**config.mk**
```make
export PLATFORM = sky130hd
export DESIGN_NAME = coin_vend_ctrl
export DESIGN_NICKNAME = d
export VERILOG_FILES = /design/src/rtl/vend_pkg.sv /design/src/rtl/vend_datapath.sv /design/src/rtl/vend_fsm.sv /design/src/rtl/coin_vend_ctrl.sv
export SDC_FILE = /design/constraint.sdc
export NUM_CORES = 1
export LEC_CHECK = 0
export BUFFER_PORTS_ARGS = -buffer_cell sky130_fd_sc_hd__buf_2
export CORE_MARGIN = 5
export CORE_UTILIZATION = 55
export DETAILED_ROUTE_END_ITERATION = 8
export PLACE_DENSITY = 0.78
export SLEW_MARGIN = 30
export SYNTH_ARGS = -nofsm -noshare
export SYNTH_HDL_FRONTEND = slang
export SYNTH_HIERARCHICAL = 1
export SYNTH_SLANG_ARGS = --single-unit
```
**constraint.sdc**
```tcl
create_clock -name clk -period 2.58 [get_ports clk]
set_clock_uncertainty 0.2 [all_clocks]
set_input_delay 0.129 -clock clk [delete_from_list [all_inputs] [get_ports clk]]
set_output_delay 0.129 -clock clk [all_outputs]
set_load 0.03 [all_outputs]
```
**src/rtl/vend_pkg.sv**
```systemverilog
package vend_pkg;
  typedef enum logic [1:0] {
    ST_CLR  = 2'd0,
    ST_IDLE = 2'd1,
    ST_ADD  = 2'd2,
    ST_VEND = 2'd3
  } vend_state_e;
endpackage

```
**src/rtl/vend_datapath.sv**
```systemverilog
module vend_datapath #(
  parameter int W = 8
) (
  input  logic         clk,
  input  logic         rst,
  input  logic         clr_i,
  input  logic         cap_en_i,
  input  logic         add_en_i,
  input  logic [W-1:0] coin_val,
  input  logic [W-1:0] item_cost,
  output logic         short_o
);
  localparam logic [W-1:0] SAT_MAX = {W{1'b1}};

  logic [W-1:0] cap_q;
  logic [W-1:0] tot_q;
  logic [W:0]   sum_w;
  logic [W-1:0] sat_w;

  assign sum_w = {1'b0, tot_q} + {1'b0, cap_q};
  assign sat_w = sum_w[W] ? SAT_MAX : sum_w[W-1:0];

  always_ff @(posedge clk) begin
    if (rst) begin
      cap_q <= '0;
      tot_q <= '0;
    end else begin
      if (cap_en_i) cap_q <= coin_val;
      if (clr_i)
        tot_q <= '0;
      else if (add_en_i)
        tot_q <= sat_w;
    end
  end

  assign short_o = (tot_q < item_cost);


  total_clear_chk: assert property (@(posedge clk) disable iff (rst)
    clr_i |=> (tot_q == '0));


  no_overflow_chk: assert property (@(posedge clk) disable iff (rst)
    (add_en_i && !clr_i) |=> (tot_q >= $past(tot_q)));
endmodule

```
**src/rtl/vend_fsm.sv**
```systemverilog
module vend_fsm
  import vend_pkg::*;
(
  input  logic clk,
  input  logic rst,
  input  logic coin_stb,
  input  logic short_i,
  output logic clr_o,
  output logic cap_en_o,
  output logic add_en_o,
  output logic vend_o
);
  vend_state_e st_q, st_d;
  logic        vend_q;

  always_comb begin
    st_d = st_q;
    unique case (st_q)
      ST_CLR:  st_d = ST_IDLE;
      ST_IDLE: begin
        if (coin_stb)     st_d = ST_ADD;
        else if (short_i) st_d = ST_IDLE;
        else              st_d = ST_VEND;
      end
      ST_ADD:  st_d = ST_IDLE;
      ST_VEND: st_d = ST_CLR;
      default: st_d = ST_CLR;
    endcase
  end

  always_ff @(posedge clk) begin
    if (rst) begin
      st_q   <= ST_CLR;
      vend_q <= 1'b0;
    end else begin
      st_q <= st_d;
      if (st_q == ST_VEND)     vend_q <= 1'b1;
      else if (st_q == ST_CLR) vend_q <= 1'b0;
    end
  end

  assign clr_o    = (st_q == ST_CLR);
  assign cap_en_o = (st_q == ST_IDLE) && coin_stb;
  assign add_en_o = (st_q == ST_ADD);
  assign vend_o   = vend_q;


  one_pulse_chk: assert property (@(posedge clk) disable iff (rst)
    vend_q |=> !vend_q);


  add_single_cycle_chk: assert property (@(posedge clk) disable iff (rst)
    (st_q == ST_ADD) |=> (st_q == ST_IDLE));


  coin_first_chk: assert property (@(posedge clk) disable iff (rst)
    (st_q == ST_IDLE && coin_stb) |=> (st_q == ST_ADD));


  no_early_vend_chk: assert property (@(posedge clk) disable iff (rst)
    (st_q == ST_IDLE && !coin_stb && short_i) |=> (st_q == ST_IDLE));
endmodule

```
**src/rtl/coin_vend_ctrl.sv**
```systemverilog
module coin_vend_ctrl #(
  parameter int W = 8
) (
  input  logic         clk,
  input  logic         rst,
  input  logic         coin_stb,
  input  logic [W-1:0] coin_val,
  input  logic [W-1:0] item_cost,
  output logic         vend_o
);
  logic clr_w, cap_en_w, add_en_w, short_w;

  vend_fsm u_fsm (
    .clk      (clk),
    .rst      (rst),
    .coin_stb (coin_stb),
    .short_i  (short_w),
    .clr_o    (clr_w),
    .cap_en_o (cap_en_w),
    .add_en_o (add_en_w),
    .vend_o   (vend_o)
  );

  vend_datapath #(.W(W)) u_dp (
    .clk       (clk),
    .rst       (rst),
    .clr_i     (clr_w),
    .cap_en_i  (cap_en_w),
    .add_en_i  (add_en_w),
    .coin_val  (coin_val),
    .item_cost (item_cost),
    .short_o   (short_w)
  );
endmodule

```
==> summary.log <==
qor: setup_path.worstSetupEndpointType flip-flop
qor: routing.wl_met2 1190 um
qor: finish.design.final.nets 206
qor: yosys.synth_top_flop_cell sky130_fd_sc_hd__dfxtp_1
qor: die.floorplan.initialDensity 0.566
qor: yosys.share_of_flip_flops_with_an_asynchronous_set_or_reset_after_synthesis 0
qor: grt.maximum_number_of_pins_on_one_net_before_global_route_repair 13
qor: die.fp.dieH 57.3 um
qor: cts.clock_tree_from_tritoncts yes
qor: die.placementRows 17
qor: yosys.synth.cell_area 1230 um^2
qor: setup_path.timing.rr.end u_dp/cap_q[0]
qor: routing.drt_iter0_drc 22
qor: cts.clock_tree.buffer_depth 2
qor: timing.max_clock_freq 0.448 GHz
qor: pwr.total_leakage_power 0.000798 uW
qor: routing.dr_wl_met3 130 um
qor: cts.cts.sink_count 19
qor: setup_path.critPathRequiredTime 2570 ps
qor: setup_path.crit_path_launch_type flip-flop
qor: routing.route.top_layer_used met4
qor: cts.post_cts_buffers 0
qor: die.io_pins 20
qor: min_path.hp-start item_cost[6]
qor: yosys.synthesis_warning_total 6
qor: pwr.peakVddDrop 0.294 mV
qor: die.core_box_area 2170 um^2
qor: timing.post-route-period-util 0.866
qor: yosys.syn-instance-count 126
qor: placement.dp_wirelength 1870 um
qor: routing.drt_first_pass_iters 4
qor: timing.timing.final.setup_violations 0
qor: placement.post_place_setup_slack 401 ps
qor: routing.route.final.wire_length 2530 um
qor: timing.postLayoutSetupSlackWorst 346 ps
qor: timing.fin_worst_hold_slack 264 ps
qor: routing.route.antenna.remaining_nets 0
qor: placement.port_buffers 19
qor: yosys.synthMostInstantiatedCell sky130_fd_sc_hd__ha_1
qor: cts.worst_setup_hold_path_clk_slew 110 ps
qor: finish.areaGrowthSynthToFinish 27.1%
qor: finish.filler_cell_count 171
qor: status.status completed
qor: min_path.min_path_cells 6
qor: finish.num_antenna_cells 0
qor: timing.rsz0062_at_grt false
qor: setup_path.worstPathMaxFanout 8
qor: yosys.synth_area_leader_cell sky130_fd_sc_hd__dfxtp_1
qor: yosys.postSynthAreaPerCell 9.75 um^2
qor: grt.global_route_usage_over_all_layers 0.175
qor: job.max_cap_viol 0
qor: grt.vias_in_the_first_global_route 1,060
qor: timing.hold_violations 0
qor: yosys.synth.top_cell.area_share 0.310
qor: setup_path.worst-endpoint-arrival 2230 ps
qor: yosys.postSynthRegisterBits 19
qor: grt.grt_first_pass_wirelength 4520 um
qor: cts.ctsHoldBuffers 19
qor: placement.routability_driven_placement_congestion_ratio 0.764
qor: min_path.hold_path_class input pin to flip-flop
qor: yosys.ys_seq_area_frac 0.310
qor: setup_path.critPathKind flip-flop to flip-flop
qor: cts.cts.htree.levels 1
qor: pwr.total_power 598 uW
qor: yosys.synth_edf_count 0
qor: timing.finalWorstPathRequiredPeriod 2230 ps
qor: die.horizontal_die_dimension 57.3 um
qor: yosys.synth_commonest_cells sky130_fd_sc_hd__ha_1, sky130_fd_sc_hd__dfxtp_1, sky130_fd_sc_hd__nor2_1, sky130_fd_sc_hd__inv_1, sky130_fd_sc_hd__mux2i_1
qor: cts.worstSkewPairLatency 300 ps
qor: die.floorplan.die_area 3280 um^2
qor: yosys.synthTopCellsByArea sky130_fd_sc_hd__dfxtp_1, sky130_fd_sc_hd__ha_1, sky130_fd_sc_hd__mux2i_1, sky130_fd_sc_hd__o221a_2, sky130_fd_sc_hd__nor2_1
qor: grt.grt-ovfl-total 0
qor: cts.cts_inserted_buffers 3
qor: timing.final_max_slew_viol_count 0
qor: setup_path.worst_r2r_startpoint u_fsm/st_q[1]
qor: setup_path.timing.reg2reg.worst_path_depth 6
qor: pwr.ratio_of_total_power_to_cell_area 383 nW/um^2
qor: timing.worst-slew-pin-transition 497 ps
qor: timing.timing.setup.tns 0 ps
qor: routing.post-route-drc-count 0
qor: routing.avgRoutedWirePerCell 13.1 um
qor: cts.clock_tree.root_cell sky130_fd_sc_hd__clkbuf_4
qor: routing.routed-via-count 1,049
qor: routing.post_route_met1_wirelength 1160 um
qor: grt.grt_antenna_before_repair 0
qor: setup_path.worst-r2r-setup-slack 350 ps
qor: timing.slew-limit-headroom 0.668
qor: yosys.ys_types 33
qor: yosys.postSynthNetCount 166
qor: routing.drt-vias-per-instance 5.44
qor: finish.drive_above_1_share 0.194
qor: cts.postCtsResizedCells 0
qor: min_path.hold_end u_fsm/st_q[1]
cell type report:
class	count	area, um^2	share of cell area
Sequential cell	19	380	0.244
Tap cell	28	35.0	0.0224
Inverter	10	37.5	0.0240
Clock buffer	4	26.3	0.0168
Multi-Input combinational cell	94	797	0.510
Timing Repair Buffer	38	285	0.183
metrics by stage:
| step | utilization | cells | cell area (um^2) |
|---|---|---|---|
| 3_5_place_dp | 0.620 | 170 | 1350 |
| 2_1_floorplan | - | 126 | 1230 |
| 3_3_place_gp | 0.620 | 170 | 1350 |
| 6_report | 0.720 | 193 | 1560 |
| 4_1_cts | 0.720 | 193 | 1560 |
| 5_1_grt | 0.720 | 193 | 1560 |
placed cells by master, fill, tap and decap left out, types with 2 or more instances in the layout:
| cell | instances |
|---|---|
| sky130_fd_sc_hd__nand2b_1 | 2 |
| sky130_fd_sc_hd__inv_1 | 10 |
| sky130_fd_sc_hd__nor2_1 | 14 |
| sky130_fd_sc_hd__o21ai_0 | 4 |
| sky130_fd_sc_hd__buf_2 | 19 |
| sky130_fd_sc_hd__xnor2_1 | 2 |
| sky130_fd_sc_hd__a21oi_1 | 4 |
| sky130_fd_sc_hd__a211oi_1 | 5 |
| sky130_fd_sc_hd__nor3_1 | 2 |
| sky130_fd_sc_hd__clkbuf_4 | 3 |
| sky130_fd_sc_hd__xor2_1 | 2 |
| sky130_fd_sc_hd__o221a_2 | 6 |
| sky130_fd_sc_hd__mux2i_1 | 9 |
| sky130_fd_sc_hd__a21o_1 | 5 |
| sky130_fd_sc_hd__dlygate4sd3_1 | 19 |
| sky130_fd_sc_hd__dfxtp_1 | 19 |
| sky130_fd_sc_hd__o211ai_1 | 2 |
| sky130_fd_sc_hd__ha_1 | 20 |
| sky130_fd_sc_hd__nor3b_1 | 2 |
power by group:
part	internal (uW)	switching (uW)	leakage, uW	total [uW]
Sequential	306	10.6	0.000154	317
Clock	60.4	91.2	0.0000150	152
Combinational	69.9	59.4	0.000629	129
Total	436	161	0.000798	598
logic make-up after synthesis:
logic type | count (synthesis) | share of synthesized area
buffers and inverters | 13 | 0.0418
xor gates and xnor gates | 4 | 0.0285
DFF | 19 | 0.310
and+or+nand+nor | 27 | 0.115
adders and majority gates | 21 | 0.220
AOI/OAI and AO/OA | 33 | 0.212
muxes | 9 | 0.0733
how the worst max path moves through the flow:
stage	startpoint	end	depth (start not counted)
4_1_cts	u_fsm/st_q[1]	u_dp/cap_q[0]	6
6_report	u_fsm/st_q[1]	u_dp/cap_q[0]	6
3_5_place_dp	u_dp/cap_q[0]	u_dp/tot_q[6]	6
2_1_floorplan	u_dp/cap_q[0]	u_dp/tot_q[6]	6
5_1_grt	u_fsm/st_q[1]	u_dp/cap_q[0]	6
3_3_place_gp	u_dp/cap_q[0]	u_dp/tot_q[6]	6
layer usage:
layer  global-route usage  up-vias
met2                0.300       30
li1                     -      544
met3               0.0362        5
met4               0.0695        0
met5                    0        -
met1                0.214      470
state kept, by name (all words and copies together) (netlist names):
| name | flops |
|---|---|
| u_dp/cap_q | 8 |
| u_dp/tot_q | 8 |
| u_fsm/st_q | 2 |
| u_fsm/vend_o | 1 |
critical path, cell delays in order, from the launching register on:
cell and delay, ps:
sky130_fd_sc_hd__dfxtp_1 350, sky130_fd_sc_hd__inv_1 100, sky130_fd_sc_hd__ha_1 140, sky130_fd_sc_hd__and2_1 430
sky130_fd_sc_hd__mux2i_1 270, sky130_fd_sc_hd__nor2_1 60, sky130_fd_sc_hd__dlygate4sd3_1 560
Note: power is estimated with default switching activity, not from simulation.
